$ cat src/rtl/exc_pkg.sv
package exc_pkg;
  localparam int CODE_W  = 16;
  localparam int IDX_W   = 6;

  typedef enum logic [1:0] {FLV_CLASSIC = 2'd0, FLV_4XX = 2'd1, FLV_EMB = 2'd2} flavour_e;
  typedef enum logic [1:0] {PAIR_BASE = 2'd0, PAIR_SECOND = 2'd1, PAIR_CRIT = 2'd2, PAIR_MCHK = 2'd3} pair_e;
  typedef enum logic [1:0] {SW_KEEP = 2'd0, SW_CLRHI = 2'd1, SW_CAUSE = 2'd2, SW_PROG = 2'd3} sw_op_e;

  // machine-state word bit positions
  localparam int B_LE  = 0;
  localparam int B_RI  = 1;
  localparam int B_DR  = 4;
  localparam int B_IR  = 5;
  localparam int B_IP  = 6;
  localparam int B_ME  = 12;
  localparam int B_ILE = 16;
  localparam int B_CE  = 17;
  localparam int B_POW = 18;
  localparam int B_ICM = 25;
  localparam int B_CM  = 31;

  // vector codes
  localparam logic [CODE_W-1:0] EC_RESET  = 16'h0100;
  localparam logic [CODE_W-1:0] EC_MCHK   = 16'h0200;
  localparam logic [CODE_W-1:0] EC_DSTOR  = 16'h0300;
  localparam logic [CODE_W-1:0] EC_ISTOR  = 16'h0400;
  localparam logic [CODE_W-1:0] EC_EXTIRQ = 16'h0500;
  localparam logic [CODE_W-1:0] EC_ALIGN  = 16'h0600;
  localparam logic [CODE_W-1:0] EC_PROG   = 16'h0700;
  localparam logic [CODE_W-1:0] EC_NOFP   = 16'h0800;
  localparam logic [CODE_W-1:0] EC_SCALL  = 16'h0C00;
  localparam logic [CODE_W-1:0] EC_AUXU   = 16'h0F20;
  localparam logic [CODE_W-1:0] EC_PIT    = 16'h1000;
  localparam logic [CODE_W-1:0] EC_FIT    = 16'h1010;
  localparam logic [CODE_W-1:0] EC_WDOG   = 16'h1020;
  localparam logic [CODE_W-1:0] EC_DTLB   = 16'h1100;
  localparam logic [CODE_W-1:0] EC_ITLB   = 16'h1200;
endpackage

$ cat src/rtl/exc_decode.sv
module exc_decode
  import exc_pkg::*;
#(
  parameter int LO_SLOTS  = 16,
  parameter int HI_BASE   = 32,
  parameter int EXT_SLOTS = 22
) (
  input  logic [CODE_W-1:0] code,
  input  logic [1:0]        flavour,
  input  logic [1:0]        prog_kind,
  output logic [IDX_W-1:0]  idx,
  output logic              err,
  output pair_e             pair,
  output logic              alt,
  output logic              use_cur,
  output sw_op_e            sw_op,
  output logic              is_mchk,
  output logic              is_reset
);
  logic is_emb, is_4xx, known;
  int   idx_n;

  assign is_emb = (flavour == FLV_EMB);
  assign is_4xx = (flavour == FLV_4XX);

  always_comb begin
    known    = 1'b1;
    idx_n    = 0;
    use_cur  = 1'b0;
    sw_op    = SW_KEEP;
    is_mchk  = 1'b0;
    is_reset = 1'b0;
    pair     = PAIR_BASE;
    alt      = 1'b0;
    case (code)
      EC_RESET: begin
        idx_n    = 0;
        is_reset = 1'b1;
        pair     = is_4xx ? PAIR_SECOND : (is_emb ? PAIR_CRIT : PAIR_BASE);
      end
      EC_MCHK: begin
        idx_n   = 1;
        is_mchk = 1'b1;
        pair    = is_4xx ? PAIR_SECOND : (is_emb ? PAIR_MCHK : PAIR_BASE);
        alt     = is_emb;
      end
      EC_DSTOR:  begin idx_n = 2; sw_op = SW_CLRHI; end
      EC_ISTOR:  begin idx_n = 3; sw_op = SW_CAUSE; end
      EC_EXTIRQ: idx_n = 4;
      EC_ALIGN:  begin idx_n = 5; use_cur = 1'b1; end
      EC_PROG: begin
        idx_n   = (prog_kind == 2'd2) ? 15 : 6;
        use_cur = 1'b1;
        sw_op   = SW_PROG;
      end
      EC_NOFP:   begin idx_n = 7; use_cur = 1'b1; sw_op = SW_CLRHI; end
      EC_SCALL:  idx_n = 8;
      EC_AUXU:   idx_n = 9;
      EC_PIT:    begin idx_n = 10; sw_op = SW_CLRHI; end
      EC_FIT:    begin idx_n = 11; sw_op = SW_CLRHI; end
      EC_WDOG: begin
        idx_n = 12;
        sw_op = SW_CLRHI;
        pair  = is_emb ? PAIR_CRIT : PAIR_BASE;
      end
      EC_DTLB:   idx_n = 13;
      EC_ITLB:   idx_n = 14;
      default: begin
        if (code[15:13] == 3'b001 && code[4:0] == 5'd0 && int'(code[12:5]) < EXT_SLOTS)
          idx_n = LO_SLOTS + int'(code[12:5]);
        else
          known = 1'b0;
      end
    endcase
  end

  assign idx = IDX_W'(idx_n);
  assign err = !known || (is_emb && idx_n >= LO_SLOTS && idx_n < HI_BASE);
endmodule

$ cat src/rtl/exc_vec_store.sv
module exc_vec_store
  import exc_pkg::*;
#(
  parameter int XLEN    = 32,
  parameter int OFS_W   = 16,
  parameter int N_LO    = 16,
  parameter int N_HI    = 6,
  parameter int HI_BASE = 32,
  parameter int AW      = 5
) (
  input  logic             clk,
  input  logic             rst,
  input  logic             wr_en,
  input  logic [AW-1:0]    wr_addr,
  input  logic [XLEN-1:0]  wr_data,
  input  logic [IDX_W-1:0] rd_idx,
  output logic [XLEN-1:0]  rd_vec
);
  localparam int DEPTH    = N_LO + N_HI;
  localparam int SLOT_W   = $clog2(DEPTH);
  localparam int PFX_ADDR = (1 << AW) - 1;

  logic [OFS_W-1:0]  ofs_mem [DEPTH];
  logic [XLEN-1:0]   prefix_q;
  logic [SLOT_W-1:0] slot;
  logic              hit;

  // offset storage: no reset so it maps onto distributed RAM
  always_ff @(posedge clk) begin
    if (wr_en && int'(wr_addr) < DEPTH)
      ofs_mem[SLOT_W'(wr_addr)] <= wr_data[OFS_W-1:0];
  end

  always_ff @(posedge clk) begin
    if (rst)
      prefix_q <= '0;
    else if (wr_en && int'(wr_addr) == PFX_ADDR)
      prefix_q <= wr_data;
  end

  generate
    if (N_HI > 0) begin : g_two_banks
      always_comb begin
        if (int'(rd_idx) < N_LO) begin
          hit  = 1'b1;
          slot = SLOT_W'(rd_idx);
        end else if (int'(rd_idx) >= HI_BASE && int'(rd_idx) < HI_BASE + N_HI) begin
          hit  = 1'b1;
          slot = SLOT_W'(int'(rd_idx) - HI_BASE + N_LO);
        end else begin
          hit  = 1'b0;
          slot = '0;
        end
      end
    end else begin : g_one_bank
      always_comb begin
        hit  = int'(rd_idx) < N_LO;
        slot = hit ? SLOT_W'(rd_idx) : '0;
      end
    end
  endgenerate

  assign rd_vec = prefix_q | (hit ? XLEN'(ofs_mem[slot]) : '0);
endmodule

$ cat src/rtl/exc_state_build.sv
module exc_state_build
  import exc_pkg::*;
#(
  parameter int XLEN    = 32,
  parameter int CAUSE_W = 16
) (
  input  logic [XLEN-1:0]    msr,
  input  logic [CAUSE_W-1:0] cause,
  input  sw_op_e             sw_op,
  input  logic               is_emb,
  input  logic               is_mchk,
  output logic [XLEN-1:0]    saved,
  output logic [XLEN-1:0]    nxt
);
  localparam logic [XLEN-1:0] LOW_MASK   = XLEN'(32'h0000_FFFF);
  localparam logic [XLEN-1:0] FLAG_FP    = XLEN'(32'h0004_0000);
  localparam logic [XLEN-1:0] FLAG_TRAP  = XLEN'(32'h0002_0000);
  localparam logic [XLEN-1:0] FLAG_OTHER = XLEN'(32'h0001_0000);

  logic [XLEN-1:0] prog_flag;

  always_comb begin
    case (cause[1:0])
      2'd1:    prog_flag = FLAG_FP;
      2'd2:    prog_flag = FLAG_TRAP;
      default: prog_flag = FLAG_OTHER;
    endcase
  end

  always_comb begin
    case (sw_op)
      SW_CLRHI: saved = msr & LOW_MASK;
      SW_CAUSE: saved = (msr & LOW_MASK) | XLEN'(cause);
      SW_PROG:  saved = (msr & LOW_MASK) | prog_flag;
      default:  saved = msr;
    endcase
  end

  always_comb begin
    nxt        = msr;
    nxt[B_IR]  = 1'b0;
    nxt[B_DR]  = 1'b0;
    nxt[B_RI]  = 1'b0;
    nxt[B_POW] = 1'b0;
    nxt[B_LE]  = msr[B_ILE];
    if (is_mchk) nxt[B_ME] = 1'b0;
    if (is_mchk && is_emb) nxt[B_CE] = 1'b0;
    if (is_emb) nxt[B_CM] = msr[B_ICM];
  end
endmodule

$ cat src/rtl/exc_entry_dispatch.sv
module exc_entry_dispatch
  import exc_pkg::*;
#(
  parameter int XLEN      = 32,
  parameter int CAUSE_W   = 16,
  parameter int OFS_W     = 16,
  parameter int N_LO      = 16,
  parameter int N_HI      = 6,
  parameter int HI_BASE   = 32,
  parameter int EXT_SLOTS = 22,
  parameter int AW        = 5
) (
  input  logic               clk,
  input  logic               rst,
  input  logic               cfg_we,
  input  logic [AW-1:0]      cfg_addr,
  input  logic [XLEN-1:0]    cfg_data,
  input  logic               valid_i,
  input  logic [CODE_W-1:0]  code_i,
  input  logic [1:0]         flavour_i,
  input  logic [XLEN-1:0]    pc_i,
  input  logic [XLEN-1:0]    msr_i,
  input  logic [CAUSE_W-1:0] cause_i,
  output logic               done_o,
  output logic               err_o,
  output logic               save_we_o,
  output logic [1:0]         save_pair_o,
  output logic               alt_we_o,
  output logic [XLEN-1:0]    save_pc_o,
  output logic [XLEN-1:0]    save_msr_o,
  output logic [XLEN-1:0]    new_msr_o,
  output logic [XLEN-1:0]    handler_o
);
  localparam logic [XLEN-1:0] RST_ADD = XLEN'(32'h000F_FC00);
  localparam logic [XLEN-1:0] RST_HI  = XLEN'(32'hFFC0_0000);
  localparam logic [XLEN-1:0] INSN_SZ = XLEN'(4);

  logic [IDX_W-1:0] idx;
  logic             dec_err, alt, use_cur, is_mchk, is_reset, is_emb, is_classic;
  pair_e            pair;
  sw_op_e           sw_op;
  logic [XLEN-1:0]  vec_addr, saved_w, next_w, handler_n, save_pc_n;

  exc_decode #(.LO_SLOTS(N_LO), .HI_BASE(HI_BASE), .EXT_SLOTS(EXT_SLOTS)) u_dec (
    .code(code_i), .flavour(flavour_i), .prog_kind(cause_i[1:0]),
    .idx(idx), .err(dec_err), .pair(pair), .alt(alt), .use_cur(use_cur),
    .sw_op(sw_op), .is_mchk(is_mchk), .is_reset(is_reset)
  );

  exc_vec_store #(.XLEN(XLEN), .OFS_W(OFS_W), .N_LO(N_LO), .N_HI(N_HI),
                  .HI_BASE(HI_BASE), .AW(AW)) u_vec (
    .clk(clk), .rst(rst), .wr_en(cfg_we), .wr_addr(cfg_addr), .wr_data(cfg_data),
    .rd_idx(idx), .rd_vec(vec_addr)
  );

  exc_state_build #(.XLEN(XLEN), .CAUSE_W(CAUSE_W)) u_state (
    .msr(msr_i), .cause(cause_i), .sw_op(sw_op), .is_emb(is_emb),
    .is_mchk(is_mchk), .saved(saved_w), .nxt(next_w)
  );

  assign is_emb     = (flavour_i == FLV_EMB);
  assign is_classic = !is_emb && (flavour_i != FLV_4XX);

  always_comb begin
    if (is_emb)
      handler_n = vec_addr;
    else if (is_classic && is_reset)
      handler_n = (msr_i[B_IP] ? XLEN'(code_i) + RST_ADD : XLEN'(code_i)) | RST_HI;
    else
      handler_n = XLEN'(code_i);
  end

  assign save_pc_n = use_cur ? pc_i - INSN_SZ : pc_i;

  always_ff @(posedge clk) begin
    if (rst) begin
      done_o      <= 1'b0;
      err_o       <= 1'b0;
      save_we_o   <= 1'b0;
      alt_we_o    <= 1'b0;
      save_pair_o <= '0;
      save_pc_o   <= '0;
      save_msr_o  <= '0;
      new_msr_o   <= '0;
      handler_o   <= '0;
    end else begin
      done_o    <= valid_i;
      err_o     <= valid_i && dec_err;
      save_we_o <= valid_i && !dec_err;
      alt_we_o  <= valid_i && !dec_err && alt;
      if (valid_i && !dec_err) begin
        save_pair_o <= pair;
        save_pc_o   <= save_pc_n;
        save_msr_o  <= saved_w;
        new_msr_o   <= next_w;
        handler_o   <= handler_n;
      end
    end
  end

  // one done pulse per strobe, one clock later
  assert_done_follows_R1: assert property (@(posedge clk) disable iff (rst)
    valid_i |=> done_o);
  assert_done_source_R1: assert property (@(posedge clk) disable iff (rst)
    done_o |-> $past(valid_i));
  // an error never writes and leaves data outputs alone
  assert_err_no_write_R3: assert property (@(posedge clk) disable iff (rst)
    err_o |-> (!save_we_o && !alt_we_o));
  assert_err_holds_R3: assert property (@(posedge clk) disable iff (rst)
    err_o |-> ($stable(handler_o) && $stable(new_msr_o) && $stable(save_pc_o)));
  // alternate write only with a machine-check pair write
  assert_alt_mchk_R6: assert property (@(posedge clk) disable iff (rst)
    alt_we_o |-> (save_we_o && save_pair_o == PAIR_MCHK));
  // every entry leaves translation, recoverable and power-save cleared
  assert_entry_state_R9: assert property (@(posedge clk) disable iff (rst)
    save_we_o |-> (!new_msr_o[B_IR] && !new_msr_o[B_DR] && !new_msr_o[B_RI] && !new_msr_o[B_POW]));
endmodule

$ cat config.mk
export PLATFORM = sky130hd
export DESIGN_NAME = exc_entry_dispatch
export DESIGN_NICKNAME = d
export VERILOG_FILES = /design/src/rtl/exc_pkg.sv /design/src/rtl/exc_decode.sv /design/src/rtl/exc_vec_store.sv /design/src/rtl/exc_state_build.sv /design/src/rtl/exc_entry_dispatch.sv
export SDC_FILE = /design/constraint.sdc
export NUM_CORES = 1
export LEC_CHECK = 0
export BUFFER_PORTS_ARGS = -buffer_cell sky130_fd_sc_hd__buf_2
export CAP_MARGIN = 40
export CORE_MARGIN = 2
export CORE_UTILIZATION = 58
export CTS_CLUSTER_DIAMETER = 200
export DETAILED_ROUTE_END_ITERATION = 12
export GPL_TIMING_DRIVEN = 0
export PLACE_DENSITY = 0.8
export SYNTH_ARGS = -nofsm -noshare
export SYNTH_HDL_FRONTEND = slang
export SYNTH_HIERARCHICAL = 1
export SYNTH_SLANG_ARGS = --single-unit
$ cat constraint.sdc
create_clock -name clk -period 4.5 [get_ports clk]
set_clock_uncertainty 0.1 [all_clocks]
set_input_delay 0.9 -clock clk [delete_from_list [all_inputs] [get_ports clk]]
set_output_delay 0.9 -clock clk [all_outputs]
set_load 0.03 [all_outputs]
**After elaboration in Yosys (flattened, before gate mapping)**

Memories as Yosys holds them, arrays and structs flattened.
Cells that the tools add are included.

- Bits in registers: 162
- Memory bits (writable): 352
- Word-level logic and storage cells: 103
- Memories: 1

Memories:

| memory | words | width | rd ports | clocked after memory_dff | write ports | line | text |
|---|---|---|---|---|---|---|---|
| u_vec.ofs_mem | 22 | 16 | 1 | 0 | 1 | exc_vec_store.sv:23 | `logic [OFS_W-1:0] ofs_mem [DEPTH];` |

- Add/sub/neg operators: 5
- $lt $le $gt $ge: 7
- Equal/unequal tests: 25
- Muxes and demuxes: 31
- Bitwise gates (word level): 3
- Reductions and logical operators: 21

Operators with widths:

| operator | number |
|---|---|
| one-hot mux 32 bit (15 select lines) | 1 |
| 2-to-1 mux 32 bit | 4 |
| one-hot mux 32 bit (3 select lines) | 1 |
| equality test 16 x 13 -> 1 bit (second input constant) | 5 |
| equality test 16 x 11 -> 1 bit (second input constant) | 4 |
| equality test 16 x 12 -> 1 bit (second input constant) | 3 |
| one-hot mux 19 bit (2 select lines) | 1 |
| equality test 16 x 10 -> 1 bit (second input constant) | 2 |
| >= comparator 32 x 6 -> 1 bit (second input constant) | 1 |
| < comparator 32 x 7 -> 1 bit (second input constant) | 1 |
| bitwise OR 16 x 32 -> 32 bit | 1 |
| bitwise OR 32 bit | 1 |
| subtractor 32 x 3 -> 32 bit (second input constant) | 1 |
| adder 16 x 20 -> 21 bit (second input constant) | 1 |
| 2-to-1 mux 21 bit | 1 |
| equality test 16 x 9 -> 1 bit (second input constant) | 1 |
| 2-to-1 mux 16 bit | 1 |
| bitwise OR 16 bit | 1 |
| OR reduction 15 bit | 1 |
| logical AND 1 bit | 13 |
| 2-to-1 mux 1 bit | 13 |
| one-hot mux 2 bit (3 select lines) | 2 |
| 2-to-1 mux 5 bit | 2 |
| adder 5 x 8 -> 9 bit (first input constant) | 1 |
| 19 further kinds | 29 |

**Depth between registers and ports, before layout**

An unclocked memory read counts as a cell.

- Depth after elaboration: 13
- Gate-level depth with buffers: 22

**Modules after synthesis**

The synthesis kept the hierarchy.

By module, submodules not included:

| module | instances | cells each | area each (sq um) |
|---|---|---|---|
| exc_vec_store | 1 | 1049 | 14964.4 |
| exc_entry_dispatch | 1 | 672 | 5534.1 |
| exc_decode | 1 | 100 | 665.6 |
| exc_state_build | 1 | 75 | 563.0 |

**Least setup slack after synthesis**

No wires, ideal clock.

- Path type: input-to-reg
- From: input code_i[8]
- To: register handler_o[13]
- Data arrival time: 3.808 ns
- Slack: 0.522 ns
- Stages on the path: 17
- Cell sequence: or3b_2 > a2111oi_0 > or3_1 > a21oi_1 > o21ai_0 > buf_4 > nor2_1 > or3_1 > clkbuf_1 > buf_6 > a311oi_1 > o22ai_1 > o211ai_1 > inv_1 > a21oi_1 > o21ai_0 > a21oi_1

- Cells in the longest elaborated chain, start to end: 12

Ends and longest elaborated chain:

| what | line | text |
|---|---|---|
| start, declared | exc_entry_dispatch.sv:19 | `input logic [CODE_W-1:0] code_i,` |
| < comparator 8 x 5 -> 1 bit | exc_decode.sv:69 | `if (code[15:13] == 3'b001 && code[4:0] == 5'd0 && int'(code[12:5]) < EXT_SLOTS)` |
| logical AND 1 bit | exc_decode.sv:69 |  |
| 2-to-1 mux 32 bit | exc_decode.sv:69 |  |
| one-hot mux 32 bit (15 select lines) (*) | exc_decode.sv:35 | `case (code)` |
| net idx[1] | exc_entry_dispatch.sv:38 | `logic [IDX_W-1:0] idx;` |
| subtractor 5 x 1 -> 5 bit, or another cell as far along | exc_vec_store.sv:49 | `slot = SLOT_W'(int'(rd_idx) - HI_BASE + N_LO);` |
| adder 5 bit or logical AND 1 bit (tied branches) | exc_vec_store.sv:49, exc_vec_store.sv:47 |  |
| 2-to-1 mux 5 bit | exc_vec_store.sv:47 | `end else if (int'(rd_idx) >= HI_BASE && int'(rd_idx) < HI_BASE + N_HI) begin` |
| 2-to-1 mux 5 bit | exc_vec_store.sv:44 | `if (int'(rd_idx) < N_LO) begin` |
| memory read (22 x 16 bit) | n/a |  |
| 2-to-1 mux 16 bit (*) | exc_vec_store.sv:63 | `assign rd_vec = prefix_q \| (hit ? XLEN'(ofs_mem[slot]) : '0);` |
| bitwise OR 32 bit (*) | exc_vec_store.sv:63 |  |
| net vec_addr[13] | exc_entry_dispatch.sv:42 | `logic [XLEN-1:0] vec_addr, saved_w, next_w, handler_n, save_pc_n;` |
| 2-to-1 mux 32 bit (*) | exc_entry_dispatch.sv:65 | `if (is_emb)` |
| end signal, assigned | exc_entry_dispatch.sv:96 | `handler_o <= handler_n;` |
| end, declared | exc_entry_dispatch.sv:32 | `output logic [XLEN-1:0] handler_o` |

The timed path passes the listed nets; every way through them passes the cells marked *.
A chain may end at the register's enable or synchronous reset.

**Worst setup path after layout**

- From: input code_i[12]
- To: register handler_o[12]

The elaborated chain is that of the path after synthesis.

==> run summary <==
largest net degree at the start of global routing: 24
switching component of the power: 2060 uW
post-synthesis instance area: 0.0217 mm^2
number of global-route vias before repair: 16500
count of boundary I/O pins: 273
Pleak: 0.00943 uW
Post-synth ARST share: 0
final setup TNS: 0 ps
Pwr Density: 369 mW/mm^2
Ys Warns: 6
peak supply drop: 379 uV
drt pass-1 iters: 6
x dimension of the die: 198 um
clock tree from TritonCTS: yes
effective utilization at floorplan: 0.591
core region area: 0.0368 mm^2
Final HPWL DP: 48.0 mm
DR WL/cell: 24.4 um
footprint of the flip-flops and latches: 0.0139 mm^2
capturing element type of the critical path: register
CTS Root Buffer Type: sky130_fd_sc_hd__clkbuf_16
final net count: 2401
Skew-Pair Late Insertion Delay: 610 ps
post-synthesis sequential area ratio: 0.639
post-synthesis instance total: 1896
maximum clock rate: 0.226 GHz
area used by multi-input combinational logic: 0.00709 mm^2
post-layout min period: 4430 ps
cell area after layout: 0.0261 mm^2
global router's overall resource usage: 0.339
Num CTS Buffers: 52
Clock Sink Count: 518
Final Util: 0.709
number of flops mapped to enable cells by yosys: 352
Worst Hold Slack: 351 ps
Switching Share: 0.214
proportion of power drawn by flip-flops and latches: 0.534
predominant post-synthesis flop cell: sky130_fd_sc_hd__edfxtp_1
element type at the critical path start: input pin
number of different library cells in the post-synthesis netlist: 84
type of the tightest min-delay check: reg -> reg
final weighted congestion of routability-driven global placement: 0.916
Vias: 17600
Comb pwr share: 0.038
Layout Area Growth over Synthesis: 20.0%
post-synth top area cell: sky130_fd_sc_hd__edfxtp_1
Post-Place Cell Area: 0.0241 mm^2
setup slack, reg-to-reg: 2430 ps
final count of pins violating max slew: 0
critical setup path kind: in -> reg
syn avg cell area: 11.5 um^2
first-pass GRT wire length: 98.4 mm
final number of setup-violating endpoints: 0
required time of the critical path: 4920 ps
Internal Power: 7560 uW
DRC marker count from the first detailed-route iteration: 2119
number of antenna violations at the first check in global routing: 10
Worst EP arrival: 4860 ps
fill cell count: 2532
clock-pin slew reported for the worst setup and hold paths after clock tree synthesis: 60 ps
Total Routed Length: 67.5 mm
share of cells above drive strength 1: 0.251
most area-consuming cells after synthesis: sky130_fd_sc_hd__edfxtp_1, sky130_fd_sc_hd__dfxtp_1, sky130_fd_sc_hd__nand2_1, sky130_fd_sc_hd__a21oi_1, sky130_fd_sc_hd__a221oi_1
post-route antenna net violation count: 0
Worst slew margin: 0.423
total of flip-flops plus latches after synthesis: 518
worst-margin pin slew: 860 ps
detailed-route vias per instance: 6.35
fraction of post-synthesis cell area in the top cell type by area: 0.486
CTS max path bufs: 3
largest fanout on the critical path: 10
IO buf count: 272
die footprint: 0.0390 mm^2
setup slack after layout: 67.4 ps
number of placement rows: 70
gr ovfl total: 0
count of max-cap constraint violations: 0
clock power share: 0.428
number of endpoints with negative hold slack in the final report: 0
result of the run: finished, final reports clean
crit share post-route: 0.985
H-Tree Level Count: 2
Die Span Y: 198 um
RSZ-0062 raised after global routing: false
worst-case setup slack after placement: -1020 ps
post-detailed-route DRC marker count: 0
state kept, by name, indices dropped and copies added, names as in the netlist:
name,flops
u_vec/prefix_q,32
save_msr_o,32
done_o,1
save_pc_o,32
alt_we_o,1
handler_o,32
save_we_o,1
new_msr_o,32
u_vec/ofs_mem,352
save_pair_o,2
err_o,1
cell type report:
cell class                      instances  area share
Clock buffer                           76      0.0570
Multi-Input combinational cell       1185       0.272
Clock inverter                         20     0.00528
Inverter                               19     0.00274
Timing Repair Buffer                  300      0.0663
Antenna cell                            9    0.000864
Tap cell                              468      0.0225
Buffer                                177      0.0405
Sequential cell                       518       0.533
metrics by stage:
step,std cells,power (uW)
after floorplan,1899,5380
after global placement,2639,5570
after detailed placement,2661,5590
after CTS,2758,9620
after global routing,2768,9830
final,2772,9610
power by group through the flow:
stage          combinational, uW  clock (uW)  sequential (uW)
2_1_floorplan                146           0             5230
3_3_place_gp                 339           0             5230
3_5_place_dp                 357           0             5230
4_1_cts                      361        4130             5130
5_1_grt                      395        4300             5130
6_report                     369        4110             5130
synthesized netlist by cell type, types with 19 or more instances:
library cell and number:
sky130_fd_sc_hd__nor3_1 28, sky130_fd_sc_hd__clkbuf_1 68, sky130_fd_sc_hd__nor2_1 104, sky130_fd_sc_hd__mux2i_1 20, sky130_fd_sc_hd__nand2_1 418, sky130_fd_sc_hd__a211oi_1 39
sky130_fd_sc_hd__buf_4 50, sky130_fd_sc_hd__a221oi_1 65, sky130_fd_sc_hd__xnor2_1 25, sky130_fd_sc_hd__a21oi_1 151, sky130_fd_sc_hd__a21o_1 19, sky130_fd_sc_hd__edfxtp_1 352
sky130_fd_sc_hd__a311oi_1 53, sky130_fd_sc_hd__inv_1 19, sky130_fd_sc_hd__dfxtp_1 166, sky130_fd_sc_hd__buf_2 37
per-layer routing:
metal,global-route usage,vias up,part of all wire
met1,0.436,8447,0.36
met2,0.543,1257,0.47
met3,0.0903,219,0.13
met4,0.153,4,0.046
met5,0,-,0.00036
li1,-,7666,-
repair_timing:
item,4_1_cts,5_1_grt
gates resized for setup,25,64
buffers inserted,1,5
hold buffers,0,0
pin swaps,3,11
setup endpoints to repair,10,13
layout by cell type (no fill, tap or decap), drive strengths merged, types with 4 or more instances in the layout:
cell type    n
or2          4
or3         10
dfxtp      166
mux2         7
conb         4
and2        18
diode        9
nor3        32
nor4        23
a21o        19
ha           9
nand2b      10
o21ai       28
xnor2       25
a311o        4
xor2         8
a21oi      151
and3         5
nor2b       10
clkbuf     154
a31oi        7
edfxtp     352
a222oi       4
a221oi      66
a311oi      53
inv         23
o22ai       15
nand2      418
o211ai      13
mux2i       20
nor3b        4
nand3       19
clkinv      15
a211oi      42
nor2       106
buf        399
path summary, 6_finish.rpt:
kind,from,end,cells after the start
setup / recovery,code_i[12],handler_o[12],18
hold / removal,new_msr_o[7],new_msr_o[7],2
setup reg to reg,u_vec/ofs_mem[15][6],handler_o[6],6
hold reg to reg,new_msr_o[7],new_msr_o[7],2
worst max-delay path: stages:
cell                        delay, ps
sky130_fd_sc_hd__buf_2            150
sky130_fd_sc_hd__or3b_2           450
sky130_fd_sc_hd__a2111oi_0        420
sky130_fd_sc_hd__or3_1            190
sky130_fd_sc_hd__a21oi_1           80
sky130_fd_sc_hd__o21ai_2          240
sky130_fd_sc_hd__nand3_1          200
sky130_fd_sc_hd__nand3_4          180
sky130_fd_sc_hd__buf_4            220
sky130_fd_sc_hd__buf_4            270
sky130_fd_sc_hd__a221oi_1         130
sky130_fd_sc_hd__a311oi_1         520
sky130_fd_sc_hd__o22ai_2          230
sky130_fd_sc_hd__o211ai_1         190
sky130_fd_sc_hd__nand2_1           90
sky130_fd_sc_hd__o21ai_0          100
sky130_fd_sc_hd__nand2_1           80
sky130_fd_sc_hd__a21oi_1          190
cells by family (layout without fill, tap and decap cells):
kind of cell / count (synthesis) / after routing / synth area share
buf+inv: 196 / 592 / 0.0483
simple gates: 676 / 676 / 0.141
xor+xnor: 33 / 33 / 0.0133
compound gates: 436 / 436 / 0.140
flops: 518 / 518 / 0.639
other cells: 1 / 13 / 0.000173
mux: 27 / 27 / 0.0128
fa+ha+maj: 9 / 9 / 0.00518
(Power assumes the default switching activity.)
